**src/rtl/owm_pkg.sv**
```systemverilog
package owm_pkg;

  typedef enum logic [2:0] {
    OP_RESET = 3'd0,
    OP_WBIT  = 3'd1,
    OP_RBIT  = 3'd2,
    OP_WBYTE = 3'd3,
    OP_RBYTE = 3'd4,
    OP_TOUCH = 3'd5
  } op_e;

  typedef enum logic [3:0] {
    PH_RST_LOW, PH_RST_REL, PH_RST_REC,
    PH_W0_LOW,  PH_W0_REL,
    PH_W1_LOW,  PH_W1_REL,
    PH_RD_LOW,  PH_RD_REL,  PH_RD_REC,
    PH_PULL
  } phase_e;

  // strobes from control to datapath
  typedef struct packed {
    logic   load;        // start a timed phase
    phase_e phase;       // which phase to start
    logic   loadShift;   // capture dataIn into the shifter
    logic   loadOnes;    // shifter gets all ones (read ops)
    logic   shift;       // end of a bit slot
    logic   sample;      // take the read-slot sample
    logic   presence;    // take the reset presence sample
    logic   capture;     // update dataOut
    logic   captureByte; // full byte vs single bit result
    logic   arm;         // strong pull-up armed for bit 7
    logic   disarm;      // pull-up finished, consume request
  } strobe_t;

  // nominal phase length in microseconds, before the coefficient
  function automatic logic [9:0] phaseUs(phase_e p);
    case (p)
      PH_RST_LOW: phaseUs = 10'd500;
      PH_RST_REL: phaseUs = 10'd70;
      PH_RST_REC: phaseUs = 10'd430;
      PH_W0_LOW:  phaseUs = 10'd60;
      PH_W0_REL:  phaseUs = 10'd10;
      PH_W1_LOW:  phaseUs = 10'd6;
      PH_W1_REL:  phaseUs = 10'd64;
      PH_RD_LOW:  phaseUs = 10'd6;
      PH_RD_REL:  phaseUs = 10'd9;
      PH_RD_REC:  phaseUs = 10'd55;
      default:    phaseUs = 10'd0;
    endcase
  endfunction

  function automatic logic isLowPhase(phase_e p);
    return p inside {PH_RST_LOW, PH_W0_LOW, PH_W1_LOW, PH_RD_LOW};
  endfunction

endpackage

```
**src/rtl/owm_control.sv**
```systemverilog
module owm_control
  import owm_pkg::*;
(
  input  logic       clk,
  input  logic       rstN,
  input  logic       cmdValid,
  input  logic [2:0] cmdOp,
  input  logic       phaseEnd,
  input  logic       curBit,
  input  logic       nextBit,
  input  logic       pullPending,
  output strobe_t    stb,
  output logic       busy,
  output logic       done
);

  typedef enum logic [1:0] {S_IDLE, S_START, S_SLOT, S_PULL} state_e;

  state_e     state;
  op_e        opQ;
  phase_e     phaseQ;
  logic [2:0] bitCnt;
  logic       pullOn;
  logic       doneQ;
  logic       accept, fin, lastBit, byteOp, writesByte;

  function automatic phase_e lowFor(op_e op, logic b);
    case (op)
      OP_RESET:          lowFor = PH_RST_LOW;
      OP_WBIT, OP_WBYTE: lowFor = b ? PH_W1_LOW : PH_W0_LOW;
      OP_TOUCH:          lowFor = b ? PH_RD_LOW : PH_W0_LOW;
      default:           lowFor = PH_RD_LOW;
    endcase
  endfunction

  assign accept     = cmdValid && (state == S_IDLE) && (cmdOp <= 3'd5);
  assign byteOp     = opQ inside {OP_WBYTE, OP_RBYTE, OP_TOUCH};
  assign writesByte = opQ inside {OP_WBYTE, OP_TOUCH};
  assign lastBit    = !byteOp || (bitCnt == 3'd7);

  always_comb begin
    stb       = '0;
    stb.phase = PH_RST_LOW;
    fin       = 1'b0;
    case (state)
      S_IDLE: if (accept) begin
        stb.loadShift = 1'b1;
        stb.loadOnes  = cmdOp inside {3'd2, 3'd4};
      end
      S_START: begin
        stb.load  = 1'b1;
        stb.phase = lowFor(opQ, curBit);
      end
      S_SLOT: if (phaseEnd) begin
        case (phaseQ)
          PH_RST_LOW: begin stb.load = 1'b1; stb.phase = PH_RST_REL; end
          PH_RST_REL: begin stb.presence = 1'b1; stb.load = 1'b1; stb.phase = PH_RST_REC; end
          PH_W0_LOW:  begin stb.load = 1'b1; stb.phase = PH_W0_REL; end
          PH_W1_LOW:  begin stb.load = 1'b1; stb.phase = PH_W1_REL; end
          PH_RD_LOW:  begin stb.load = 1'b1; stb.phase = PH_RD_REL; end
          PH_RD_REL:  begin stb.sample = 1'b1; stb.load = 1'b1; stb.phase = PH_RD_REC; end
          PH_RST_REC: fin = 1'b1;
          default: begin
            stb.shift = 1'b1;
            if (lastBit) begin
              stb.capture     = opQ inside {OP_RBIT, OP_RBYTE, OP_TOUCH};
              stb.captureByte = byteOp;
              if (pullOn) begin
                stb.load  = 1'b1;
                stb.phase = PH_PULL;
              end else begin
                fin = 1'b1;
              end
            end else begin
              stb.load  = 1'b1;
              stb.phase = lowFor(opQ, nextBit);
              stb.arm   = writesByte && (bitCnt == 3'd6) && pullPending;
            end
          end
        endcase
      end
      S_PULL: if (phaseEnd) begin
        stb.disarm = 1'b1;
        fin        = 1'b1;
      end
      default: ;
    endcase
  end

  always_ff @(posedge clk or negedge rstN) begin
    if (!rstN) begin
      state  <= S_IDLE;
      opQ    <= OP_RESET;
      phaseQ <= PH_RST_LOW;
      bitCnt <= '0;
      pullOn <= 1'b0;
      doneQ  <= 1'b0;
    end else begin
      doneQ <= fin;
      if (stb.load) phaseQ <= stb.phase;
      if (stb.arm) pullOn <= 1'b1;
      else if (fin) pullOn <= 1'b0;
      case (state)
        S_IDLE: if (accept) begin
          opQ    <= op_e'(cmdOp);
          bitCnt <= '0;
          state  <= S_START;
        end
        S_START: state <= S_SLOT;
        S_SLOT: begin
          if (stb.load && stb.phase == PH_PULL) state <= S_PULL;
          else if (fin) state <= S_IDLE;
          if (stb.shift && !lastBit) bitCnt <= bitCnt + 3'd1;
        end
        S_PULL: if (fin) state <= S_IDLE;
        default: state <= S_IDLE;
      endcase
    end
  end

  assign busy = (state != S_IDLE);
  assign done = doneQ;

  assert_accept_R7: assert property (@(posedge clk) disable iff (!rstN)
    (cmdValid && !busy && cmdOp <= 3'd5) |=> busy);
  assert_bad_op_R7: assert property (@(posedge clk) disable iff (!rstN)
    (cmdValid && !busy && cmdOp > 3'd5) |=> !busy);
  assert_done_idle_R7: assert property (@(posedge clk) disable iff (!rstN)
    done |-> !busy);

endmodule

```
**src/rtl/owm_datapath.sv**
```systemverilog
module owm_datapath
  import owm_pkg::*;
#(
  parameter int CLKS_PER_US = 50,
  parameter int COEF_W      = 4,
  parameter int PULL_W      = 16
) (
  input  logic              clk,
  input  logic              rstN,
  input  strobe_t           stb,
  input  logic [7:0]        dataIn,
  input  logic [COEF_W-1:0] delayCoef,
  input  logic              pullSet,
  input  logic [PULL_W-1:0] pullDur,
  input  logic              senseRaw,
  output logic              phaseEnd,
  output logic              curBit,
  output logic              nextBit,
  output logic              pullPending,
  output logic              busLow,
  output logic              strongPullup,
  output logic              presence,
  output logic [7:0]        dataOut
);

  localparam int PRE_W  = (CLKS_PER_US > 1) ? $clog2(CLKS_PER_US) : 1;
  localparam int SLOT_W = 10 + COEF_W;
  localparam int TMR_W  = (SLOT_W > PULL_W) ? SLOT_W : PULL_W;

  logic [PRE_W-1:0]  preCnt;
  logic              tick;
  logic [TMR_W-1:0]  tmr, loadVal;
  logic [COEF_W-1:0] coefEff;
  logic [1:0]        syncQ;
  logic              senseSync;
  logic [7:0]        shReg, outQ;
  logic              sampleQ, driveQ, presQ, armedQ;
  logic [PULL_W-1:0] pendQ;

  assign coefEff = (delayCoef == '0) ? COEF_W'(1) : delayCoef;

  always_comb begin
    if (stb.phase == PH_PULL) loadVal = TMR_W'(pendQ);
    else loadVal = TMR_W'(SLOT_W'(phaseUs(stb.phase)) * SLOT_W'(coefEff));
  end

  // microsecond tick, realigned to every phase start
  assign tick     = (preCnt == PRE_W'(CLKS_PER_US - 1));
  assign phaseEnd = tick && (tmr == TMR_W'(1));

  always_ff @(posedge clk or negedge rstN) begin
    if (!rstN) begin
      preCnt <= '0;
      tmr    <= '0;
    end else begin
      if (stb.load || tick) preCnt <= '0;
      else preCnt <= preCnt + PRE_W'(1);
      if (stb.load) tmr <= loadVal;
      else if (tick && tmr != '0) tmr <= tmr - TMR_W'(1);
    end
  end

  // line sense synchronizer
  always_ff @(posedge clk or negedge rstN) begin
    if (!rstN) syncQ <= 2'b11;
    else syncQ <= {syncQ[0], senseRaw};
  end
  assign senseSync = syncQ[1];

  always_ff @(posedge clk or negedge rstN) begin
    if (!rstN) begin
      driveQ  <= 1'b0;
      shReg   <= '0;
      sampleQ <= 1'b0;
      outQ    <= '0;
      presQ   <= 1'b1;
      pendQ   <= '0;
      armedQ  <= 1'b0;
    end else begin
      if (stb.load) driveQ <= isLowPhase(stb.phase);
      if (stb.loadShift) shReg <= stb.loadOnes ? 8'hFF : dataIn;
      else if (stb.shift) shReg <= {sampleQ, shReg[7:1]};
      if (stb.load && isLowPhase(stb.phase)) sampleQ <= 1'b0;
      else if (stb.sample) sampleQ <= senseSync;
      if (stb.capture) outQ <= stb.captureByte ? {sampleQ, shReg[7:1]} : {7'd0, sampleQ};
      if (stb.presence) presQ <= senseSync;
      if (stb.disarm) pendQ <= '0;
      else if (pullSet) pendQ <= pullDur;
      if (stb.arm) armedQ <= 1'b1;
      else if (stb.disarm) armedQ <= 1'b0;
    end
  end

  assign curBit       = shReg[0];
  assign nextBit      = shReg[1];
  assign pullPending  = (pendQ != '0);
  assign busLow       = driveQ;
  assign strongPullup = armedQ & ~driveQ;
  assign presence     = presQ;
  assign dataOut      = outQ;

  assert_arm_pending_R8: assert property (@(posedge clk) disable iff (!rstN)
    stb.arm |-> pullPending);
  assert_low_timed_R1: assert property (@(posedge clk) disable iff (!rstN)
    busLow |-> (tmr != '0));

endmodule

```
**src/rtl/onewire_slot_master.sv**
```systemverilog
module onewire_slot_master
  import owm_pkg::*;
#(
  parameter int CLKS_PER_US = 50,
  parameter int COEF_W      = 4,
  parameter int PULL_W      = 16
) (
  input  logic              clk,
  input  logic              rstN,
  input  logic              cmdValid,
  input  logic [2:0]        cmdOp,
  input  logic [7:0]        dataIn,
  input  logic [COEF_W-1:0] delayCoef,
  input  logic              pullupSet,
  input  logic [PULL_W-1:0] pullupUs,
  output logic              busy,
  output logic              done,
  output logic [7:0]        dataOut,
  output logic              presence,
  output logic              busLow,
  input  logic              busSense,
  output logic              strongPullup
);

  strobe_t stb;
  logic    phaseEnd, curBit, nextBit, pullPending;

  owm_control u_ctl (
    .clk(clk), .rstN(rstN), .cmdValid(cmdValid), .cmdOp(cmdOp),
    .phaseEnd(phaseEnd), .curBit(curBit), .nextBit(nextBit),
    .pullPending(pullPending), .stb(stb), .busy(busy), .done(done)
  );

  owm_datapath #(.CLKS_PER_US(CLKS_PER_US), .COEF_W(COEF_W), .PULL_W(PULL_W)) u_dp (
    .clk(clk), .rstN(rstN), .stb(stb), .dataIn(dataIn), .delayCoef(delayCoef),
    .pullSet(pullupSet & ~busy), .pullDur(pullupUs), .senseRaw(busSense),
    .phaseEnd(phaseEnd), .curBit(curBit), .nextBit(nextBit),
    .pullPending(pullPending), .busLow(busLow), .strongPullup(strongPullup),
    .presence(presence), .dataOut(dataOut)
  );

  assert_no_fight_R10: assert property (@(posedge clk) disable iff (!rstN)
    !(busLow && strongPullup));
  assert_low_busy_R7: assert property (@(posedge clk) disable iff (!rstN)
    busLow |-> busy);

endmodule

```
**config.mk**
```make
export PLATFORM = sky130hd
export DESIGN_NAME = onewire_slot_master
export DESIGN_NICKNAME = d
export VERILOG_FILES = /design/src/rtl/owm_pkg.sv /design/src/rtl/owm_control.sv /design/src/rtl/owm_datapath.sv /design/src/rtl/onewire_slot_master.sv
export SDC_FILE = /design/constraint.sdc
export NUM_CORES = 1
export LEC_CHECK = 0
export BUFFER_PORTS_ARGS = -buffer_cell sky130_fd_sc_hd__clkbuf_2
export CAP_MARGIN = 20
export CORE_MARGIN = 2
export CORE_UTILIZATION = 48
export CTS_CLUSTER_DIAMETER = 200
export DETAILED_ROUTE_END_ITERATION = 8
export PLACE_DENSITY = 0.69
export SLEW_MARGIN = 40
export SYNTH_ARGS = -nofsm -noshare
export SYNTH_HDL_FRONTEND = slang
export SYNTH_HIERARCHICAL = 1
export SYNTH_SLANG_ARGS = --single-unit
```
**constraint.sdc**
```tcl
create_clock -name clk -period 5.1 [get_ports clk]
set_clock_uncertainty 0.2 [all_clocks]
set_input_delay 0.51 -clock clk [delete_from_list [all_inputs] [get_ports clk]]
set_output_delay 0.51 -clock clk [all_outputs]
set_load 0.01 [all_outputs]
```
; ---- Word-level counts from Yosys, hierarchy flattened
; Memory sizes are Yosys's and may differ from the RTL's.
; Index checks and enable logic that the tools add are counted.
[totals]
reg_bits = 74
latch_bits = 0
mem_bits_rw = 0
rom_bits = 144
in_bits = 36
mem_count = 1
[mem_list]
columns = memory, depth, word_bits, read_ports, rd_clocked_by_memory_dff, write_ports, line_no
row1 = (name not given), 16, 9, 1, 0, 0, owm_pkg.sv:37  ; case (p)
[op_classes]
addsub = 3
multipliers = 1
n_div = 0
n_lt_le_gt_ge = 1
n_eq_ne = 26
shifts = 0
mux = 53
n_bitwise = 4
n_reduce_logical = 38
[ops]
columns = cell, count
row1 = 2-to-1 mux 16 bit, 5
row2 = one-hot mux 5 bit (7 select lines), 1
row3 = 2-to-1 mux 8 bit, 4
row4 = nonzero test 16 bit, 2
row5 = one-hot mux 4 bit (3 select lines), 2
row6 = 2-to-1 mux 3 bit, 7
row7 = nonzero test 2 bit, 10
row8 = 2-to-1 mux 6 bit, 3
row9 = == test 16 x 1 -> 1 bit (second input constant), 1
row10 = == test 4 x 3 -> 1 bit (second input constant), 4
row11 = subtractor 16 x 1 -> 16 bit (second input constant), 1
row12 = == test 3 bit (second input constant), 5
row13 = 2-to-1 mux 1 bit, 15
row14 = 2-to-1 mux 5 bit, 3
row15 = multiplier 10 x 4 -> 14 bit, 1
row16 = == test 4 x 2 -> 1 bit (second input constant), 3
row17 = zero test 4 bit, 3
row18 = 2-to-1 mux 2 bit, 6
row19 = 2-to-1 mux 10 bit, 1
row20 = one-hot mux 5 bit (2 select lines), 1
row21 = == test 3 x 2 -> 1 bit (second input constant), 3
row22 = logical AND 1 bit, 9
row23 = == test 4 bit (second input constant), 2
row24 = one-hot mux 2 bit (4 select lines), 1
row25 = other kinds (25), 33

; ---- Longest topological paths before layout
; Gate-level depths: netlist (run 1).
[depth]
depth_word = 13
depth_mapped = 26
ltp_nobuf = 25

; ---- Hierarchy
; The synthesis (run 1) kept the hierarchy.
[by_module_without_submodules]
columns = module, n_inst, cells_each, area_each_um2, seq_area_each_um2
row1 = owm_datapath, 1, 498, 4389.2, 1505.2
row2 = owm_control, 1, 133, 1176.1, 350.3
row3 = onewire_slot_master, 1, 1, 13.8, 0.0

; ---- Worst setup path before layout (run 1)
; OpenSTA, ideal clock, no wires.
[synth_path]
path_type = reg-to-reg
start = register u_dp.tmr[8]
end = register u_dp.tmr[12]
setup_ps = 142
t_arrival_ps = 5307
required_time_ps = 4758
setup_slack_ps = -549
stages_incl_launch_ff = 23
path_buffers = 3
period_less_slack_ps = 5649
path_cell_list = dfrtp_1 or4_1 nor3_1 and4_1 nand3_1 a31oi_2 clkbuf_1 clkbuf_1 mux2i_1 o22ai_1 and2_1 fa_1 inv_1 fa_1 inv_1 ha_1 clkbuf_1 a21o_1 a21oi_1 nand3_1 a31oi_1 mux2i_1 o221ai_1
[synth_rtl]
columns = element, line_no
row1 = from (decl), owm_datapath.sv:32  ; logic [TMR_W-1:0] tmr, loadVal;
row2 = from (signal assigned), owm_datapath.sv:58  ; if (stb.load) tmr <= loadVal;
row3 = from (signal assigned), owm_datapath.sv:59  ; else if (tick && tmr != '0) tmr <= tmr - TMR_W'(1);

==> metrics.log, run 1 <==
INFO  metric r2r_cells = 22
INFO  metric p_leak = around 3.6 nW
INFO  metric finalInstanceArea = around 0.0076 mm²
INFO  metric grt_pass1_vias = 5523
INFO  metric synth-seq-cells = 74
INFO  metric ys_async_sr_fraction = 100.0%
INFO  metric leading_cell_type_in_the_layout_fill_and_taps_excluded = sky130_fd_sc_hd__buf_4
INFO  metric dpl-instance-area = roughly 0.0067 mm²
INFO  metric outcome = complete, but fails checks
INFO  metric worst_slew_margin_rel = between 50% and 60%
INFO  metric multi_input_area = 0.003799 mm²
INFO  metric maxCapViolations = 0
INFO  metric synth_seq_area_share = 33.26%
INFO  metric drt-total-wl = approximately 16000 µm
INFO  metric drc_violation_count_after_routing = 0
INFO  metric cts.clk_slew.worst_paths = around 0.06 ns
INFO  metric violations_in_the_final_reports = hold timing, setup timing
INFO  metric port_buffers = 48
INFO  metric netlist_area = between 0.005 and 0.006 mm²
INFO  metric vias_per_cell = ~5.6
INFO  metric fp.dieArea = 0.01250 mm²
INFO  metric report.final.slew_viol_count = 0
INFO  metric syn-instance-count = approximately 630
INFO  metric reg2reg_from = u_dp/tmr[7]
INFO  metric global_route.usage.total = between 20% and 30%
INFO  metric ioPinCount = a little under 50
INFO  metric place.detailed.instances = 882
INFO  metric timing.fmax = approximately 180 MHz
INFO  metric gp_congestion = between 0.8 and 0.9
INFO  metric final.min_clock_period = roughly 5.5 ns
INFO  metric core_area = 0.01137 mm²
INFO  metric worst_slack = -0.3833 ns
INFO  metric synth-warning-count = 6
INFO  metric max_buffers_root_to_sink = 2
INFO  metric grt.overflow.total = 0
INFO  metric setup_total_negative_slack = -2.816 ns
INFO  metric crit_fanout = 4
INFO  metric worst-slew-pin-transition = approximately 0.72 ns
INFO  metric timing.hold.ws = -0.005951 ns
INFO  metric clock_latency = between 0.3 and 0.4 ns
INFO  metric cts_buffers = 9
INFO  metric detail-route-antenna-nets = 0
INFO  metric fraction_of_final_layout_cells_with_drive_strength_greater_than_1 = 36.50%
INFO  metric number_of_placement_rows = 39
INFO  metric ctsHtreeMaxLevel = 3
INFO  metric critical_path_arrival = around 5.5 ns
INFO  metric floorplan.die.width = about 110 µm
INFO  metric synth_fp_nets = 717
INFO  metric worst_hold_path_type = in -> async
INFO  metric fin_crit_sh = 107.5%
INFO  metric dp_hpwl = 10620 µm
INFO  metric crit_required = between 5 and 6 ns
INFO  metric antenna_diodes = 0
INFO  metric layout.cells.non_filler = roughly 940
INFO  metric synth.distinct_cells = between 70 and 80
INFO  metric setup_viol = 10
INFO  metric synth.avg_cell_area = a little under 9 µm²
INFO  metric detail_route.iter0.violations = ~390
INFO  metric count_of_vias_placed_by_the_detailed_router = about 5300
INFO  metric routedWlPerCell = 16.47 µm
INFO  metric power.total = between 1.5 and 2 mW
INFO  metric setup_repair_after_global_routing_missed_its_margin = true
INFO  metric setup.worst_path.start_class = register
INFO  metric grt_start_max_net_pins = 75
INFO  metric initial_core_util = 49.07%
INFO  metric drt_pre_antenna_iters = 5
INFO  metric timing_hold_violations_final = 2
INFO  metric nFillCells = approximately 870
INFO  metric clock-sinks = 74
INFO  metric cts_tree = built
INFO  metric areaGrowthSynthToFinish = 35.86%
INFO  metric finish.net_count = 880
INFO  metric layout.cells.most_common_list = sky130_fd_sc_hd__buf_4 (120), sky130_fd_sc_hd__dfrtp_1 (71), sky130_fd_sc_hd__nor2_1 (68)
INFO  metric hold_buffers = 0
INFO  metric grt_pass1_wl = 26510 µm
INFO  metric die_boundary_height = 111.8 µm
INFO  metric synth_top_flop_cell = sky130_fd_sc_hd__dfrtp_1
INFO  metric final-seq-area = 0.001856 mm²
INFO  metric endpoint_kind = register
INFO  metric worstSetupPathType = reg -> reg
INFO  metric grt_antenna_before_repair = 0
INFO  metric worstSetupStartpoint = u_dp/tmr[7]
INFO  metric power.ir.vdd_worst = between 100 and 150 µV
INFO  metric synth_enable_flop_cells = 0
INFO  metric clock-root-buffer = sky130_fd_sc_hd__clkbuf_16
INFO  metric p_per_area = about 200 mW/mm²
worst paths after layout:
kind,to,slack [ns]
setup / recovery,u_dp/tmr[7],-0.38
hold / removal,u_dp/dataOut[2],-0.006
setup reg to reg,u_dp/tmr[7],-0.38
hold reg to reg,u_dp/syncQ[1],0.15
max in group asynchronous,u_dp/pendQ[7],4.23
min in group clk,u_dp/syncQ[0],0.06
power by group:
group	switching [mW]	internal (mW)	total [mW]	leakage, nW
Clock	0.260	0.330	0.590	0.129
Sequential	0.00670	0.595	0.602	0.951
Combinational	0.175	0.182	0.356	2.51
timing repair:
item | 4_1_cts | 5_1_grt
resized for setup | 56 | 16
gates cloned | 1 | 0
setup endpoints to repair | 10 | 11
pin swaps | 51 | 21
setup buffers | 37 | 8
cell usage after synthesis (all sizes together) (13+ instances only):
library cell	n	area, µm²
nand3	24	120.1
dfrtp	71	1777
a21oi	30	150.1
a21o	13	97.59
o21ai	31	158.9
nor2	72	270.3
ha	35	437.9
inv	53	198.9
and2	25	156.4
clkbuf	20	78.83
mux2i	25	250.2
nand2	52	195.2
fa	14	280.3
worst max-delay path, cell delays in order, from the launching register on:
cell and delay, ns:
sky130_fd_sc_hd__dfrtp_1 0.38, sky130_fd_sc_hd__or4_4 0.56, sky130_fd_sc_hd__nor3_4 0.20, sky130_fd_sc_hd__and4_4 0.26
sky130_fd_sc_hd__nand3_4 0.10, sky130_fd_sc_hd__a21o_1 0.20, sky130_fd_sc_hd__o22ai_4 0.19, sky130_fd_sc_hd__inv_4 0.08
sky130_fd_sc_hd__ha_4 0.26, sky130_fd_sc_hd__mux2i_4 0.17, sky130_fd_sc_hd__o22ai_4 0.11, sky130_fd_sc_hd__and2_4 0.15
sky130_fd_sc_hd__fa_1 0.54, sky130_fd_sc_hd__inv_2 0.04, sky130_fd_sc_hd__fa_1 0.51, sky130_fd_sc_hd__inv_2 0.05
sky130_fd_sc_hd__ha_4 0.22, sky130_fd_sc_hd__o21ai_1 0.21, sky130_fd_sc_hd__o21bai_1 0.13, sky130_fd_sc_hd__a21oi_1 0.18
sky130_fd_sc_hd__xor2_1 0.19, sky130_fd_sc_hd__o21ai_1 0.09, sky130_fd_sc_hd__a221o_2 0.35
area by class of cell:
class | count | share of cell area [%]
multi-input cells | 478 | 50.12
flip-flops and latches | 74 | 24.48
repair buffers | 179 | 16.80
clock buffers | 10 | 3.021
inverters | 53 | 2.658
well taps | 143 | 2.361
clock inverters | 6 | 0.5612
kinds of logic (layout without fill, tap and decap cells):
family | after synthesis | count (layout) | share of synthesized area (%)
adders and majority gates | 49 | 49 | 12.87
buffers and inverters | 80 | 248 | 5.719
xor gates and xnor gates | 10 | 10 | 1.570
DFF | 74 | 74 | 33.26
muxes | 36 | 36 | 6.706
AOI/OAI and AO/OA | 139 | 139 | 17.99
and+or+nand+nor | 244 | 244 | 21.89
metrics by stage:
step,utilization [%],setup slack (ns)
final,66.67,-0.3833
after global routing,66.67,-0.5717
after CTS,65.49,-0.2995
after detailed placement,58.75,-0.5424
after global placement,58.72,-0.3142
after floorplan,-,-0.1751
routing by layer:
metal | GRT usage (%) | vias to the layer above | routed length (µm)
met2 | 44.53 | 174 | 7681
met3 | 4.028 | 42 | 753
met1 | 33.37 | 2544 | 6672
li1 | - | 2533 | -
met4 | 8.971 | 0 | 423
met5 | 0 | - | 0
flip-flops by register name, summed over array words and instances, names as in the netlist:
name	flops
u_ctl/bitCnt	3
u_ctl/done	1
u_ctl/opQ	3
u_ctl/phaseQ	4
u_ctl/pullOn	1
u_ctl/state	2
u_dp/armedQ	1
u_dp/busLow	1
u_dp/dataOut	8
u_dp/pendQ	16
u_dp/preCnt	6
u_dp/presence	1
u_dp/sampleQ	1
u_dp/shReg	8
u_dp/syncQ	2
u_dp/tmr	16
Power figures use the tool's default switching activity.
==> inputs of run 2 (changes only) <==
RECOVER_POWER = 25   (was not set)
==> metrics.log, run 2 (synthesis results as in run 1) <==
INFO  metric r2r_slack = -0.39 ns (about the same)
INFO  metric drt-total-wl = 15570 µm (+0.26%)
INFO  metric core_area = 0.01137 mm² (unchanged)
INFO  metric clock-root-buffer = sky130_fd_sc_hd__clkbuf_16
INFO  metric floorplan.die.width = 111.8 µm (unchanged)
INFO  metric report.final.slew_viol_count = 75 (+75)
INFO  metric detail_route.iter0.violations = 414 (+6.7%)
INFO  metric highest_layer = met4
INFO  metric gp_congestion = 0.8729 (unchanged)
INFO  metric ctsHtreeMaxLevel = 3 (unchanged)
INFO  metric worstSetupPathType = reg -> reg
INFO  metric whs_path_depth = 1
INFO  metric cts_buffers = 9 (unchanged)
INFO  metric power.total = 1.546 mW (-0.13%)
INFO  metric clock-sinks = 74 (unchanged)
INFO  metric global_route.usage.total = 25.91% (unchanged)
INFO  metric count_of_vias_placed_by_the_detailed_router = 5301 (+0.15%)
INFO  metric die_boundary_height = 111.8 µm (unchanged)
INFO  metric dp_hpwl = 10620 µm (unchanged)
INFO  metric grt.overflow.total = 0 (unchanged)
INFO  metric drt-met1-wl = 6745 µm (+1.1%)
INFO  metric ioPinCount = 49 (unchanged)
INFO  metric initial_core_util = 49.07% (unchanged)
INFO  metric reg2reg_from = u_dp/tmr[7]
INFO  metric hold_buffers = 0 (unchanged)
INFO  metric postLayoutCoreUtil = 66.60% (about the same)
INFO  metric setup_viol = 10 (unchanged)
INFO  metric layout.cells.most_common_list = sky130_fd_sc_hd__buf_4 (120), sky130_fd_sc_hd__dfrtp_1 (71), sky130_fd_sc_hd__nor2_1 (68)
INFO  metric grt_start_max_net_pins = 75 (unchanged)
INFO  metric cts_tree = built
INFO  metric drt_pre_antenna_iters = 5 (unchanged)
INFO  metric setup_total_negative_slack = -2.849 ns (-0.03272 ns)
INFO  metric routed-wl-met3 = 685 µm (-9.0%)
INFO  metric max_buffers_root_to_sink = 2 (unchanged)
INFO  metric grt_antenna_before_repair = 0 (unchanged)
INFO  metric min_delay_worst_endpoint = u_dp/syncQ[0]
INFO  metric worst_slack = -0.3900 ns (-0.006649 ns)
INFO  metric violations_in_the_final_reports = capacitance limit, slew limit, setup timing
INFO  metric p_per_area = 204.2 mW/mm² (about the same)
INFO  metric areaGrowthSynthToFinish = 35.73% (about the same)
INFO  metric vias_per_cell = 5.621 (+0.15%)
INFO  metric fp.dieArea = 0.01250 mm² (unchanged)
INFO  metric finish.net_count = 880 (unchanged)
INFO  metric leading_cell_type_in_the_layout_fill_and_taps_excluded = sky130_fd_sc_hd__buf_4
INFO  metric crit_required = 5.10 ns (about the same)
INFO  metric worst-slew-pin-transition = 3.961 ns (+3.237 ns)
INFO  metric timing_hold_violations_final = 0 (-2)
INFO  metric fin_crit_sh = 107.6% (+0.13 points)
INFO  metric worst_hold_path_type = in -> reg
INFO  metric fraction_of_final_layout_cells_with_drive_strength_greater_than_1 = 36.38% (-0.12 points)
INFO  metric detail-route-antenna-nets = 0 (unchanged)
INFO  metric outcome = complete, but fails checks
INFO  metric r2r_cells = 22 (unchanged)
INFO  metric power.ir.vdd_worst = 143.3 µV (-0.31%)
INFO  metric clock_latency = 0.34 ns (about the same)
INFO  metric placement.setup.worst_slack = -0.5424 ns (unchanged)
INFO  metric regToRegEndpoint = u_dp/tmr[12]
INFO  metric worst_slew_margin_rel = -164.0% (-220 points)
INFO  metric port_buffers = 48 (unchanged)
INFO  metric p_leak = 3.589 nW (-0.14%)
INFO  metric grt_pass1_wl = 26510 µm (unchanged)
INFO  metric antenna_diodes = 0 (unchanged)
INFO  metric grt_pass1_vias = 5523 (unchanged)
INFO  metric drc_violation_count_after_routing = 0 (unchanged)
INFO  metric min_from = busSense
INFO  metric routedWlPerCell = 16.51 µm (+0.26%)
INFO  metric wl_met2 = 7699 µm (+0.23%)
INFO  metric critical_path_arrival = 5.49 ns (about the same)
INFO  metric endpoint_kind = register
INFO  metric top_regs = u_dp/pendQ x16, u_dp/tmr x16
INFO  metric setup.worst_path.start_class = register
INFO  metric final.min_clock_period = 5.490 ns (+0.006649 ns)
INFO  metric number_of_placement_rows = 39 (unchanged)
INFO  metric setup_repair_after_global_routing_missed_its_margin = true
INFO  metric cts.clk_slew.worst_paths = 0.06 ns (about the same)
INFO  metric maxCapViolations = 1 (+1)
INFO  metric crit_fanout = 4 (unchanged)
INFO  metric timing.fmax = 182.2 MHz (-0.12%)
INFO  metric timing.hold.ws = 0.05910 ns (+0.06506 ns)
-- run 2: how the worst max path moves through the flow --
stage	end	start	slack, ns	cells past startpoint
after CTS	u_dp/tmr[12]	u_dp/tmr[8]	-0.30	21
after global placement	u_dp/tmr[12]	u_dp/tmr[7]	-0.31	21
after global routing	u_dp/tmr[12]	u_dp/tmr[7]	-0.57	23
after detailed placement	u_dp/tmr[12]	u_dp/tmr[7]	-0.54	21
after floorplan	u_dp/tmr[12]	u_dp/tmr[7]	-0.18	24
final	u_dp/tmr[12]	u_dp/tmr[7]	-0.39	22
-- run 2: power by group --
group	internal, mW	switching [mW]	leakage, nW
combinational	0.181	0.174	2.51
clock	0.330	0.259	0.129
sequential	0.595	0.00677	0.951
-- run 2: stage by stage --
| step | cell area (µm²) | cells |
|---|---|---|
| after floorplan | 5748 | 632 |
| after global placement | 6676 | 882 |
| after detailed placement | 6680 | 882 |
| after CTS | 7446 | 935 |
| after global routing | 7572 | 943 |
| final | 7572 | 943 |
-- run 2: what timing repair did --
action	CTS	global route
gates cloned	1	0
setup buffers	37	8
gates resized for setup	56	16
endpoints found under the hold margin	0	0
setup endpoints to repair	10	11
pin swaps	51	21
-- run 2: critical path: stages, from the launching register on --
cell,delay [ns]
sky130_fd_sc_hd__dfrtp_1,0.39
sky130_fd_sc_hd__or4_4,0.57
sky130_fd_sc_hd__nor3_4,0.20
sky130_fd_sc_hd__and4_4,0.26
sky130_fd_sc_hd__nand3_4,0.10
sky130_fd_sc_hd__a21o_1,0.20
sky130_fd_sc_hd__o22ai_4,0.19
sky130_fd_sc_hd__inv_4,0.08
sky130_fd_sc_hd__ha_4,0.26
sky130_fd_sc_hd__mux2i_4,0.17
sky130_fd_sc_hd__o22ai_4,0.11
sky130_fd_sc_hd__and2_4,0.15
sky130_fd_sc_hd__fa_1,0.54
sky130_fd_sc_hd__inv_2,0.04
sky130_fd_sc_hd__fa_1,0.51
sky130_fd_sc_hd__inv_2,0.05
sky130_fd_sc_hd__ha_4,0.22
sky130_fd_sc_hd__nor2b_4,0.14
sky130_fd_sc_hd__o2111ai_4,0.20
sky130_fd_sc_hd__nand3_2,0.10
sky130_fd_sc_hd__a31oi_1,0.20
sky130_fd_sc_hd__mux2i_1,0.33
sky130_fd_sc_hd__o221ai_1,0.17
-- run 2: per-layer routing --
metal / vias to the layer above / GRT usage [%]
met4: 0 / 8.971
li1: 2535 / -
met2: 168 / 44.53
met1: 2557 / 33.37
met3: 41 / 4.028
met5: - / 0
-- run 2: layout make-up --
class	count	area (µm²)
clock inverter	6	42.54
fill	874	3797
tap	143	178.9
timing repair buffer	179	1266
inverter	53	201.4
clock buffer	10	229.0
multi-input combinational	478	3799
sequential	74	1856
